File: src/rtl/fwl_pkg.sv
package fwl_pkg;
  typedef enum logic [2:0] {
    ST_IDLE,
    ST_HDR,
    ST_CHK,
    ST_DATA,
    ST_FIN
  } fwl_state_e;
endpackage

File: src/rtl/fwl_hdr_shift.sv
module fwl_hdr_shift #(
  parameter int ADDR_W = 32,
  parameter int RLEN_W = 16
) (
  input  logic              clk,
  input  logic              rst_n,
  input  logic              clr,
  input  logic              shift,
  input  logic [7:0]        in_byte,
  output logic              at_first,
  output logic              last,
  output logic [ADDR_W-1:0] hdr_addr,
  output logic [RLEN_W-1:0] hdr_len
);
  localparam int NB = (ADDR_W + RLEN_W) / 8;
  localparam int HW = NB * 8;
  localparam int CW = $clog2(NB + 1);

  logic [HW-1:0] hdr_q;
  logic [CW-1:0] cnt_q;

  assign at_first = (cnt_q == '0);
  assign last     = shift && (cnt_q == CW'(NB - 1));
  assign hdr_addr = hdr_q[ADDR_W-1:0];
  assign hdr_len  = hdr_q[HW-1:ADDR_W];

  // little-endian: each new byte enters at the top and earlier ones move down
  always_ff @(posedge clk) begin
    if (!rst_n) begin
      cnt_q <= '0;
      hdr_q <= '0;
    end else if (clr) begin
      cnt_q <= '0;
    end else if (shift) begin
      hdr_q <= {in_byte, hdr_q[HW-1:8]};
      cnt_q <= last ? '0 : cnt_q + 1'b1;
    end
  end
endmodule

File: src/rtl/fwl_budget.sv
module fwl_budget #(
  parameter int IMG_W     = 20,
  parameter int RLEN_W    = 16,
  parameter int HDR_BYTES = 6
) (
  input  logic              clk,
  input  logic              rst_n,
  input  logic              load,
  input  logic [IMG_W-1:0]  load_val,
  input  logic              dec,
  input  logic [RLEN_W-1:0] rec_len,
  output logic              rem_empty,
  output logic              rem_short,
  output logic              overrun
);
  localparam int CW = (IMG_W > RLEN_W) ? IMG_W : RLEN_W;

  logic [IMG_W-1:0] rem_q;

  assign rem_empty = (rem_q == '0);
  assign rem_short = (CW'(rem_q) < CW'(HDR_BYTES));
  assign overrun   = (CW'(rec_len) > CW'(rem_q));

  always_ff @(posedge clk) begin
    if (!rst_n)    rem_q <= '0;
    else if (load) rem_q <= load_val;
    else if (dec)  rem_q <= rem_q - 1'b1;
  end
endmodule

File: src/rtl/fwl_wr_stage.sv
module fwl_wr_stage #(
  parameter int ADDR_W = 32
) (
  input  logic              clk,
  input  logic              rst_n,
  input  logic              push,
  input  logic [ADDR_W-1:0] push_addr,
  input  logic [7:0]        push_data,
  input  logic              wr_ready,
  output logic              wr_valid,
  output logic [ADDR_W-1:0] wr_addr,
  output logic [7:0]        wr_data,
  output logic              free
);
  assign free = !wr_valid || wr_ready;

  always_ff @(posedge clk) begin
    if (!rst_n) begin
      wr_valid <= 1'b0;
      wr_addr  <= '0;
      wr_data  <= '0;
    end else if (push) begin
      wr_valid <= 1'b1;
      wr_addr  <= push_addr;
      wr_data  <= push_data;
    end else if (wr_ready) begin
      wr_valid <= 1'b0;
    end
  end
endmodule

File: src/rtl/fw_record_loader.sv
module fw_record_loader
  import fwl_pkg::*;
#(
  parameter int ADDR_W = 32,
  parameter int RLEN_W = 16,
  parameter int IMG_W  = 20
) (
  input  logic              clk,
  input  logic              rst_n,
  input  logic              start,
  input  logic [IMG_W-1:0]  image_len,
  input  logic              in_valid,
  input  logic [7:0]        in_data,
  output logic              in_ready,
  output logic              wr_valid,
  output logic [ADDR_W-1:0] wr_addr,
  output logic [7:0]        wr_data,
  input  logic              wr_ready,
  output logic              busy,
  output logic              done,
  output logic              error,
  output logic [IMG_W-1:0]  bytes_written
);
  localparam int HDR_BYTES = (ADDR_W + RLEN_W) / 8;

  fwl_state_e        state_q, state_d;
  logic [ADDR_W-1:0] cur_addr_q;
  logic [RLEN_W-1:0] plen_q;
  logic              res_err_q, res_err_d;
  logic              done_q, err_q;
  logic [IMG_W-1:0]  wcount_q;

  logic              take, go;
  logic              hdr_first, hdr_last;
  logic [ADDR_W-1:0] hdr_addr;
  logic [RLEN_W-1:0] hdr_len;
  logic              rem_empty, rem_short, overrun;
  logic              wr_free, push;

  assign go   = start && (state_q == ST_IDLE);
  assign take = in_valid && in_ready;
  assign push = take && (state_q == ST_DATA);

  fwl_hdr_shift #(.ADDR_W(ADDR_W), .RLEN_W(RLEN_W)) u_hdr (
    .clk(clk), .rst_n(rst_n), .clr(go),
    .shift(take && (state_q == ST_HDR)), .in_byte(in_data),
    .at_first(hdr_first), .last(hdr_last),
    .hdr_addr(hdr_addr), .hdr_len(hdr_len)
  );

  fwl_budget #(.IMG_W(IMG_W), .RLEN_W(RLEN_W), .HDR_BYTES(HDR_BYTES)) u_budget (
    .clk(clk), .rst_n(rst_n), .load(go), .load_val(image_len),
    .dec(take), .rec_len(hdr_len),
    .rem_empty(rem_empty), .rem_short(rem_short), .overrun(overrun)
  );

  fwl_wr_stage #(.ADDR_W(ADDR_W)) u_wr (
    .clk(clk), .rst_n(rst_n), .push(push), .push_addr(cur_addr_q),
    .push_data(in_data), .wr_ready(wr_ready), .wr_valid(wr_valid),
    .wr_addr(wr_addr), .wr_data(wr_data), .free(wr_free)
  );

  always_comb begin
    state_d   = state_q;
    res_err_d = res_err_q;
    in_ready  = 1'b0;
    case (state_q)
      ST_IDLE: if (go) begin
        state_d   = ST_HDR;
        res_err_d = 1'b0;
      end
      ST_HDR: begin
        if (hdr_first && rem_empty) begin
          state_d = ST_FIN;
        end else if (hdr_first && rem_short) begin
          state_d   = ST_FIN;
          res_err_d = 1'b1;
        end else begin
          in_ready = 1'b1;
          if (take && hdr_last) state_d = ST_CHK;
        end
      end
      ST_CHK: begin
        if (overrun) begin
          state_d   = ST_FIN;
          res_err_d = 1'b1;
        end else if (hdr_len == '0) begin
          state_d = ST_HDR;
        end else begin
          state_d = ST_DATA;
        end
      end
      ST_DATA: begin
        in_ready = wr_free;
        if (take && plen_q == RLEN_W'(1)) state_d = ST_HDR;
      end
      ST_FIN: if (!wr_valid) state_d = ST_IDLE;
      default: state_d = ST_IDLE;
    endcase
  end

  always_ff @(posedge clk) begin
    if (!rst_n) begin
      state_q    <= ST_IDLE;
      res_err_q  <= 1'b0;
      cur_addr_q <= '0;
      plen_q     <= '0;
      done_q     <= 1'b0;
      err_q      <= 1'b0;
      wcount_q   <= '0;
    end else begin
      state_q   <= state_d;
      res_err_q <= res_err_d;
      if (state_q == ST_CHK) begin
        cur_addr_q <= hdr_addr;
        plen_q     <= hdr_len;
      end else if (push) begin
        cur_addr_q <= cur_addr_q + 1'b1;
        plen_q     <= plen_q - 1'b1;
      end
      if (go) begin
        done_q   <= 1'b0;
        err_q    <= 1'b0;
        wcount_q <= '0;
      end else begin
        if (wr_valid && wr_ready) wcount_q <= wcount_q + 1'b1;
        if (state_q == ST_FIN && !wr_valid) begin
          done_q <= !res_err_q;
          err_q  <= res_err_q;
        end
      end
    end
  end

  assign busy          = (state_q != ST_IDLE);
  assign done          = done_q;
  assign error         = err_q;
  assign bytes_written = wcount_q;
endmodule

File: config.mk
export PLATFORM = sky130hd
export DESIGN_NAME = fw_record_loader
export DESIGN_NICKNAME = d
export VERILOG_FILES = /design/src/rtl/fwl_pkg.sv /design/src/rtl/fwl_hdr_shift.sv /design/src/rtl/fwl_budget.sv /design/src/rtl/fwl_wr_stage.sv /design/src/rtl/fw_record_loader.sv
export SDC_FILE = /design/constraint.sdc
export NUM_CORES = 1
export LEC_CHECK = 0
export BUFFER_PORTS_ARGS = -buffer_cell sky130_fd_sc_hd__buf_2
export CAP_MARGIN = 10
export CORE_ASPECT_RATIO = 0.7
export CORE_UTILIZATION = 30
export DETAILED_ROUTE_END_ITERATION = 7
export GPL_TIMING_DRIVEN = 0
export MAX_ROUTING_LAYER = met4
export PLACE_DENSITY_LB_ADDON = 0.25
export SLEW_MARGIN = 20
export SYNTH_ARGS = -nofsm -noshare
export SYNTH_HDL_FRONTEND = slang
export SYNTH_SLANG_ARGS = --single-unit
File: constraint.sdc
create_clock -name clk -period 4.75 [get_ports clk]
set_clock_uncertainty 0.15 [all_clocks]
set_input_delay 0.475 -clock clk [delete_from_list [all_inputs] [get_ports clk]]
set_output_delay 0.475 -clock clk [all_outputs]
set_load 0.05 [all_outputs]
==> metrics.md, run 1 <==
| Metric | Value |
|---|---|
| Num CTS Buffers | 17 |
| Clk Latency, worst-skew pair | 0.45 ns |
| Final wirelength | 27.0 mm |
| Setup CP Type | reg -> reg |
| Die Wd | around 200 um |
| CP max stage cell | clkbuf_1 |
| Fmax | 308 MHz |
| Top-area cell type share of the netlist area | 0.433 |
| Crit path max-delay family | buffers and inverters |
| Largest net degree at the start of global routing | 17 |
| Post-Place Cells | 1569 |
| Worst EP arrival | 3.46 ns |
| Synth warn | 0 |
| Vias in the first global route | about 7600 |
| Layout area overhead | 18.4% |
| Met1 Use GR | 0.286 |
| Clock sinks | 186 |
| Synth Cell Area | 8590 um^2 |
| CP Max Fanout | 10 |
| Clock Pin Slew Worst Setup and Hold Paths | 0.07 ns |
| Die footprint | a little under 30000 um^2 |
| Setup bufs post-CTS | 0 |
| Port bufs | 95 |
| Post-layout util | 0.364 |
| Htree depth | 4 |
| Initial Util | 0.307 |
| Max-cap violations | 0 |
| CP bufs+invs | 4 |
| P per Cell Area | 383 nW/um^2 |
| Via count | 8294 |
| Core footprint | 27900 um^2 |
| Synth cell types | 62 |
| Routing usage on met3 | 0.0420 |
| Ys flop type | dfxtp_1 |
| Fin cells | 1604 |
| Fin Setup TNS | 0 ns |
| Slowest cell delay on critical path | 0.56 ns |
| Post-synthesis sequential area ratio | 0.433 |
| Startpoint types | flip-flop |
| Buffer depth of the longest clock path | 2 |
| Row cnt | ~50 |
| Min cycle time layout | 3.25 ns |
| Filler cells | 2995 |
| Fin nets | 1275 |
| Post-synth net total | 1161 |
| Critical-path cell list | clkbuf_1, and2b_1, nand4_1, clkbuf_1, clkbuf_1, clkbuf_1, nand2_1, a21oi_1 |
| I/O Pins | 98 |
| Post-synth ARST share | 0 |
| Final worst path period share | 0.684 |
| Synth area leader | dfxtp_1 |
| Post-synth EDFFs | 0 |
| Syn avg cell area | 7.79 um^2 |
| Die H | 144 um |
| Detailed placer's ending HPWL | 19.7 mm |
| Endpoints failing setup | 0 |
| PostCTS Resize Cnt | 0 |
| Gr busiest metal | met1 |
| Final Hold Viols | 0 |
| Most used cell along the critical path | clkbuf_1 |
| Min-Delay Path Class | in -> reg |
| Total GRT Usage | 0.193 |
| Synth area leaders | dfxtp_1 (43%), nand2_1 (11%), a21oi_1 (10%), ha_1 (3.6%), nor2_1 (2.6%) |
| Overflow after GRT | 0 |
| Global-route wire length before repair | 42.5 mm |
| RSZ-0062 raised after global routing | false |
| WP data required | 4.96 ns |
| Status | completed |
| Clk root buf | clkbuf_16 |
| Initial drt markers | 643 |
| Setup crit end kind | flip-flop |
| Pin slew with the least headroom to its limit | 1.07 ns |
| Cts hold-fix bufs | 0 |
| Pre-antenna DRT Iters | 5 |
| Routability cong. | 0.868 |
| Layout cells sized above 1 | 0.121 |
| Routed wire per std cell | 16.9 um |
| Antenna violations before repair | 2 |
| Routed vias/inst | 5.17 |
| Met2 usage | 0.262 |
| Syn Inst Count | 1103 |
| Slew headroom | 0.281 |
| VDD IR max | 0.000222 V |
| Leakage | 3.55 nW |
| Post-route ant nets | 0 |
| Slew Viols, Final | 0 |
| CTS tree | done |
| Residual DRC | 0 |
| FF+latch count, synth | about 190 |
==> synthesized netlist by cell type (2+ instances only) <==
master     instances
and4_1             6
o31a_1             2
dfxtp_1          186
nand3_1           36
ha_1              25
and3_1             9
or3_1             10
a2bb2oi_1          2
o21ai_0           41
a311oi_1           3
nor3_1            29
nand2_1          247
nand2b_1           8
buf_1              6
nor4_1            22
a21oi_1          173
clkbuf_1          56
a31oi_1           11
xor2_1            10
mux2_2             6
nand4_1           15
a221oi_1           7
nor2_1            59
inv_1             31
or4_1              7
or4_4              2
a211oi_1           3
o211ai_1          14
a41oi_1            2
o21a_1             3
buf_2              5
xnor2_1           22
o22ai_1            3
a22oi_1            3
o311ai_0           3
mux2i_1            2
nor3b_1            5
and2_1             3
a211o_1            3
==> cells by family after synthesis <==
| logic type | Yosys count | synth area share |
|---|---|---|
| simple gates | 470 | 0.254 |
| compound gates | 284 | 0.190 |
| flops | 186 | 0.433 |
| buf+inv | 98 | 0.0435 |
| xor+xnor | 32 | 0.0326 |
| fa+ha+maj | 25 | 0.0364 |
| mux | 8 | 0.0102 |
==> per-layer routing <==
| layer | wire length [um] | vias up |
|---|---|---|
| li1 | - | 4114 |
| met1 | 14000 | 3889 |
| met2 | 10600 | 263 |
| met3 | 2180 | 28 |
| met4 | 289 | 0 |
| met5 | 0 | - |
==> state kept, by name (all words and copies together) (netlist names) <==
register,count
u_hdr.hdr_q,48
cur_addr_q,32
u_wr.wr_addr,32
bytes_written,20
u_budget.rem_q,20
plen_q,16
u_wr.wr_data,8
state_q,3
u_hdr.cnt_q,3
done,1
error,1
res_err_q,1
u_wr.wr_valid,1
==> worst min-delay path, delay by kind of cell <==
| kind | cells | cell delay, ns |
|---|---|---|
| AOI/OAI and AO/OA | 1 | 0.06 |
| buffers and inverters | 1 | 0.10 |
| and+or+nand+nor | 1 | 0.04 |
==> path summary, 6_finish.rpt <==
path                                 startpoint  depth (start not counted)  slack (ns)           endpoint
worst max register to register       state_q[2]                          8        1.50   u_wr.wr_addr[22]
worst min-delay path               image_len[1]                          3        0.13  u_budget.rem_q[1]
worst min register to register  u_wr.wr_data[3]                          2        0.30    u_wr.wr_data[3]
worst max-delay path                 state_q[2]                          8        1.50   u_wr.wr_addr[22]
==> report_power, final <==
part	internal, mW	total, mW	switching [mW]
Combinational	0.202	0.654	0.451
Clock	0.893	1.56	0.665
Sequential	1.62	1.69	0.0703
==> cell type report <==
cell class | count | area [um^2] | share of cell area
inverters | 31 | 116 | 0.0114
repair buffers | 95 | 475 | 0.0467
diodes | 3 | 7.51 | 0.000738
clock buffers | 21 | 480 | 0.0472
flip-flops and latches | 186 | 3720 | 0.366
multi-input cells | 819 | 4490 | 0.442
plain buffers | 67 | 258 | 0.0253
well taps | 371 | 464 | 0.0456
clock inverters | 11 | 156 | 0.0154
==> per-stage QoR <==
step                hold slack, ns  worst slack (ns)  power [mW]  instance area, um^2
floorplan                    0.282              2.00        2.15                 8590
global placement             0.290              1.65        2.36                 9530
detailed placement           0.294              1.58        2.37                 9530
CTS                          0.118              1.54        3.93                10200
global route                 0.119              1.35        4.08                10200
finish                       0.132              1.50        3.90                10200
==> cells in the final DEF (no fill, tap or decap), types with 6 or more instances in the layout <==
cell type / n
buf_2: 100
nor3_1: 29
xnor2_1: 22
dfxtp_1: 186
nand3_1: 36
clkbuf_1: 56
clkbuf_16: 17
ha_1: 25
or3_1: 10
nand2b_1: 8
a31oi_1: 11
nor2_1: 59
or4_1: 7
and4_1: 6
o21ai_0: 41
a221oi_1: 7
o211ai_1: 14
nand2_1: 247
inv_1: 31
buf_1: 6
nor4_1: 22
xor2_1: 10
nand4_1: 15
mux2_2: 6
and3_1: 9
a21oi_1: 173
Power figures use the tool's default switching activity.
==> run 2, diff against run 1 <==
clock period = 3.2 ns   (was 4.75 ns; I/O delays follow)
==> metrics.md, run 2 (synthesis results as in run 1) <==
| Metric | Value |
|---|---|
| Clk root buf | clkbuf_16 |
| CP Max Fanout | 7 (-3) |
| Initial drt markers | 675 (+5.0%) |
| Die Wd | 204 um (unchanged) |
| Largest net degree at the start of global routing | 17 (unchanged) |
| Gr busiest metal | met1 |
| Met1 Use GR | 0.286 (about the same) |
| Clock Pin Slew Worst Setup and Hold Paths | 0.08 ns (about the same) |
| Final worst path period share | 0.904 |
| Row cnt | 51 (unchanged) |
| Post-Place Cells | 1569 (unchanged) |
| Fmax | 346 MHz |
| Htree depth | 4 (unchanged) |
| RSZ-0062 raised after global routing | false |
| P per Cell Area | 563 nW/um^2 (+47%) |
| I/O Pins | 98 (unchanged) |
| VDD IR max | 0.000331 V (+49%) |
| Sw frac | 0.304 (about the same) |
| Via count | 8336 (+0.51%) |
| Overflow after GRT | 0 (unchanged) |
| Startpoint types | flip-flop |
| Die footprint | 29300 um^2 (unchanged) |
| Slew Viols, Final | 0 (unchanged) |
| Routed wire per std cell | 16.8 um (-0.33%) |
| Setup CP Type | reg -> out |
| Fin nets | 1288 (+1.0%) |
| Net Switching | 1.77 mW (+49%) |
| Routing usage on met3 | 0.0417 (-0.000227) |
| Filler cells | 2988 (-0.23%) |
| Clock sinks | 186 (unchanged) |
| Max-cap violations | 0 (unchanged) |
| Core footprint | 27900 um^2 (unchanged) |
| Detailed placer's ending HPWL | 19.7 mm (unchanged) |
| Sequential share of power | 0.432 (about the same) |
| Worst EP arrival | 2.42 ns (-1.04 ns) |
| Comb power frac | 0.169 (about the same) |
| Final Hold Viols | 0 (unchanged) |
| Most common cell after layout, fill and taps aside | nand2_1 |
| Setup crit end kind | output port |
| Global-route wire length before repair | 42.6 mm (+0.39%) |
| Antenna violations before repair | 2 (unchanged) |
| Clock group share of total power | 0.399 (about the same) |
| Most frequent cells in the layout | nand2_1 (247), dfxtp_1 (186), a21oi_1 (173), buf_2 (100), nor2_1 (59) |
| Reg2reg setup slack | 0.35 ns (-1.15 ns) |
| Pre-antenna DRT Iters | 7 (+2) |
| Layout cells sized above 1 | 0.124 (+0.00276) |
| Largest register FFs | 48 (unchanged) |
| WP data required | 2.73 ns (-2.23 ns) |
| Initial Util | 0.307 (unchanged) |
| Biggest registers after layout | u_hdr.hdr_q: 48 flops, cur_addr_q: 32 flops, u_wr.wr_addr: 32 flops |
| Die H | 144 um (unchanged) |
| Min cycle time layout | slightly below 3 ns |
| Top reg by flops | u_hdr.hdr_q |
| Post-route ant nets | 0 (unchanged) |
| Routed vias/inst | 5.16 (-0.30%) |
| Routability cong. | 0.868 (unchanged) |
| Slew headroom | 0.450 (+0.169) |
| Status | completed |
| Total GRT Usage | 0.194 (+0.000659) |
| Internal Power | 4.04 mW (+49%) |
| Leakage | 3.61 nW (+1.8%) |
| Final wirelength | 27.2 mm (+0.48%) |
| Fin Setup TNS | 0 ns (unchanged) |
| Fin cells | 1617 (+0.81%) |
| Buffer depth of the longest clock path | 2 (unchanged) |
| Met2 usage | 0.264 (+0.00214) |
| Residual DRC | 0 (unchanged) |
| CTS tree | done |
| Num CTS Buffers | 17 (unchanged) |
| Endpoints failing setup | 0 (unchanged) |
| Min-Delay Path Class | in -> reg |
| Post-layout util | 0.369 (+0.00461) |
| Pin slew with the least headroom to its limit | 0.825 ns (-0.249 ns) |
| Vias in the first global route | 7673 (+0.63%) |
| Port bufs | 95 (unchanged) |
| Clk Latency, worst-skew pair | 0.45 ns (about the same) |
| Layout area overhead | 19.9% |
==> run 2: changes by cell type in the layout (fill, tap and decap cells not counted) <==
cell           delta
buf_1             -1
buf_4             +2
clkbuf_1          -2
clkbuf_2          +3
dlygate4sd3_1    +11
==> run 2: metrics by stage <==
step / power, mW / worst slack [ns] / area (um^2) / hold WS, ns
6_report: 5.80 / 0.307 / 10300 / 0.00859
5_1_grt: 6.07 / 0.0665 / 10300 / 0.0116
4_1_cts: 5.84 / 0.0816 / 10300 / 0.00194
3_5_place_dp: 3.52 / 0.0264 / 9530 / 0.294
3_3_place_gp: 3.51 / 0.0993 / 9530 / 0.290
2_1_floorplan: 3.19 / 0.600 / 8590 / 0.282
==> run 2: per-layer routing <==
layer  share of wire  vias up
li1                -     4145
met1            0.52     3922
met2            0.40      242
met3           0.073       27
met4           0.011        0
met5               0        -
==> run 2: power groups by stage <==
stage | sequential [mW] | clock [mW] | combinational [mW]
3_3_place_gp | 2.56 | 0 | 0.952
5_1_grt | 2.52 | 2.45 | 1.09
6_report | 2.51 | 2.32 | 0.983
2_1_floorplan | 2.54 | 0 | 0.658
4_1_cts | 2.50 | 2.36 | 0.978
3_5_place_dp | 2.56 | 0 | 0.960
==> run 2: final timing paths <==
| path | start | endpoint | depth (start not counted) |
|---|---|---|---|
| min reg2reg | u_wr.wr_data[3] | u_wr.wr_data[3] | 2 |
| max | u_budget.rem_q[6] | in_ready | 7 |
| max reg2reg | state_q[2] | plen_q[1] | 8 |
| min | image_len[8] | u_budget.rem_q[8] | 3 |
==> run 2: worst max-delay path: stages (launching register included) <==
cell and delay, ns:
dfxtp_1 0.36, or4_4 0.55, nand4b_4 0.26, or2_1 0.27
buf_2 0.16, nor2_1 0.09, nor3_1 0.07, buf_2 0.22
==> run 2: repair_timing <==
| action | CTS | global route |
|---|---|---|
| resized for setup | 1 | 3 |
| setup buffers | 0 | 2 |
| hold buffers | 11 | 0 |
| pin swaps | 0 | 1 |
| endpoints found under the hold margin | 19 | 0 |
| setup endpoints to repair | 1 | 49 |
==> run 2: cell type report <==
class                   instances  area (um^2)  area share
plain buffers                  67          262      0.0254
flip-flops and latches        186         3720       0.361
inverters                      31          116      0.0113
repair buffers                108          601      0.0583
clock buffers                  21          480      0.0466
well taps                     371          464      0.0451
diodes                          3         7.51    0.000729
clock inverters                11          156      0.0152
multi-input cells             819         4490       0.436
==> run 3, diff against run 2 <==
CORE_MARGIN = 2   (was unset)
SYNTH_HIERARCHICAL = 1   (was unset)
==> metrics.md, run 3 <==
| Metric | Value |
|---|---|
| Status | finished with violations |
| Die footprint | 32000 um^2 (+9.1%) |
| Pre-antenna DRT Iters | 5 (-2) |
| Largest register FFs | 48 (unchanged) |
| Final wirelength | 28.7 mm (+5.8%) |
| Slew Viols, Final | 0 (unchanged) |
| Antenna violations before repair | 0 (-2) |
| Routed vias/inst | 5.04 (-2.3%) |
| Fmax | 291 MHz (-16%) |
| Layout area overhead | 28.9% |
| CP Max Fanout | 7 (unchanged) |
| Min-Delay Path Class | in -> reg |
| Place WS | -0.584 ns (-0.610 ns) |
| Residual DRC | 0 (unchanged) |
| Endpoints failing setup | 71 (+71) |
| P per Cell Area | 501 nW/um^2 (-11%) |
| Detailed placer's ending HPWL | 20.2 mm (+2.4%) |
| Post-synth net total | 1112 (-4.2%) |
| Via count | 8249 (-1.0%) |
| I/O Pins | 98 (unchanged) |
| Final setup margin | -0.240 ns (-0.547 ns) |
| Global-route wire length before repair | 43.9 mm (+3.0%) |
| Most frequent cells in the layout | dfxtp_1 (174), nand2_1 (117), buf_2 (97), a21oi_1 (55), nor2b_1 (48) |
| Num CTS Buffers | 17 (unchanged) |
| Most used cell along the critical path | or4_4 |
| Most common cell after layout, fill and taps aside | dfxtp_1 |
| Top-area cell type share of the netlist area | 0.406 (-0.0272) |
| Ys flop type | dfxtp_1 |
| Gr busiest metal | met1 |
| Largest net degree at the start of global routing | 18 (+1) |
| VDD IR max | 0.000262 V (-21%) |
| Die H | 150 um (+4.6%) |
| Leakage | 4.45 nW (+23%) |
| Port bufs | 97 (+2.1%) |
| Syn avg cell area | 8.70 um^2 (+12%) |
| Top reg by flops | u_hdr/hdr_q |
| Clk root buf | clkbuf_16 |
| Setup CP Type | reg -> reg |
| Die Wd | 213 um (+4.2%) |
| Clk Latency, worst-skew pair | 0.45 ns (about the same) |
| Total GRT Usage | 0.186 (-0.00752) |
| Syn Inst Count | 1054 (-4.4%) |
| Diode count | 0 (-3) |
| Overflow after GRT | 0 (unchanged) |
| Synth Cell Area | 9170 um^2 (+6.7%) |
| Met1 Use GR | 0.288 (+0.00255) |
| Synth cell types | 75 (+21%) |
| Layout cells sized above 1 | 0.255 (+0.131) |
| Initial drt markers | 780 (+16%) |
| Clock Pin Slew Worst Setup and Hold Paths | 0.08 ns (about the same) |
| Post-route ant nets | 0 (unchanged) |
| Top cells by count, synth | dfxtp_1 (186), nand2_1 (154), a21oi_1 (56) |
| Setup crit end kind | flip-flop |
| Post-synth EDFFs | 0 (unchanged) |
| Clock sinks | 186 (unchanged) |
| Final Hold Viols | 0 (unchanged) |
| Slowest cell delay on critical path | 0.58 ns (+0.03 ns) |
| Met2 usage | 0.244 (-0.0197) |
| WP data required | 3.38 ns (+0.65 ns) |
| Routing usage on met3 | 0.0423 (+0.000621) |
| Startpoint types | flip-flop |
| Pin slew with the least headroom to its limit | 1.04 ns (+0.211 ns) |
| Fin nets | 1271 (-1.3%) |
| Critical-path cell list | or4_4, or4_4, a2111oi_4, o21ai_2, nor2_2, nor4b_4, and2_4, buf_6, or4bb_1, buf_8, nor3_2, xnor2_1, o211a_1 |
| Routability cong. | 0.837 (-3.7%) |
| Worst EP arrival | 3.62 ns (+1.20 ns) |
| Synth warn | 6 (+6) |
| Buffer depth of the longest clock path | 2 (unchanged) |
| Worst Hold Slack | 0.0180 ns (+0.00940 ns) |
| Biggest registers after layout | u_hdr/hdr_q: 48 flops, cur_addr_q: 32 flops, u_wr/wr_addr: 32 flops |
| Post-synthesis sequential area ratio | 0.406 (-0.0272) |
| Post-synth ARST share | 0 (unchanged) |
| Initial Util | 0.305 (-0.00223) |
| Vias in the first global route | 7476 (-2.6%) |
| Synth area leaders | dfxtp_1 (41%), nand2_1 (6.3%), mux2i_1 (5.0%), ha_1 (3.4%), nor2b_1 (3.3%) |
| CTS tree | done |
| Min cycle time layout | 3.44 ns (+0.547 ns) |
| Core footprint | 30000 um^2 (+7.5%) |
| Synth area leader | dfxtp_1 |
| CP max stage cell | or4_4 |
| Row cnt | 53 (+3.9%) |
| Htree depth | 4 (unchanged) |
| FF+latch count, synth | 186 (unchanged) |
| RSZ-0062 raised after global routing | true |
| Count leader, synth | dfxtp_1 |
| Final worst path period share | 1.07 (+0.171) |
| Routed wire per std cell | 17.5 um (+4.5%) |
| Failing checks | setup timing |
| Slew headroom | 0.303 (-0.147) |
| Max-cap violations | 0 (unchanged) |
-- run 3: final timing paths --
| path | from | endpoint | slack [ns] | depth (start not counted) |
|---|---|---|---|---|
| worst max-delay path | u_budget/rem_q[13] | u_budget/rem_q[6] | -0.24 | 13 |
| worst min-delay path | image_len[12] | u_budget/rem_q[12] | 0.02 | 3 |
| worst max register to register | u_budget/rem_q[13] | u_budget/rem_q[6] | -0.24 | 13 |
| worst min register to register | u_hdr/hdr_q[2] | u_hdr/hdr_q[2] | 0.30 | 2 |
-- run 3: final cells by class --
cell class / instances / area, um^2
buffer: 55 / 403
clock buffer: 17 / 425
clock inverter: 15 / 190
fill: 3012 / 18200
inverter: 39 / 150
multi-input combinational: 770 / 5400
sequential: 186 / 3750
tap: 412 / 515
timing repair buffer: 144 / 981
-- run 3: worst max-delay path, delay by kind of cell (launching register included) --
family | cells | cell delay [ns]
compound gates | 3 | 0.65
xor+xnor | 1 | 0.12
buf+inv | 2 | 0.25
flops | 1 | 0.33
simple gates | 7 | 1.80
-- run 3: routing by layer --
metal / vias up / wire (um)
li1: 4057 / -
met1: 3956 / 15300
met2: 227 / 11500
met3: 9 / 1850
met4: 0 / 101
met5: - / 0
-- run 3: where the power goes --
| part | leakage (nW) | switching (mW) | internal [mW] |
|---|---|---|---|
| clock network | 0.286 | 1.02 | 1.25 |
| registers | 1.51 | 0.107 | 2.40 |
| logic | 2.66 | 0.653 | 0.489 |
| total | 4.45 | 1.78 | 4.14 |
-- run 3: what timing repair did --
item                                   4_1_cts  5_1_grt
hold buffers                                14        0
pin swaps                                   30       44
setup endpoints to repair                   72       74
endpoints found under the hold margin       14        0
gates resized for setup                     85      101
buffers inserted                            16       15
gates cloned                                 3        3
-- run 3: cells by family (layout without fill, tap and decap cells) --
group           after synthesis  after routing  share of synthesized area
flops                       186            186                      0.406
xor+xnor                     37             37                     0.0354
compound gates              225            225                      0.167
simple gates                431            431                      0.246
buf+inv                      98            270                     0.0532
mux                          52             52                     0.0576
fa+ha+maj                    25             25                     0.0341
-- run 3: stage by stage --
stage	power (mW)	setup TNS, ns	area [um^2]	instances	utilization
final	5.92	-11.51	11800	1638	0.393
after global routing	6.17	-20.53	11800	1638	0.393
after CTS	5.85	-9.78	11400	1626	0.380
after detailed placement	3.42	-29.86	10200	1563	0.340
after global placement	3.42	-27.07	10200	1563	0.340
after floorplan	3.15	-12.53	9230	1054	-
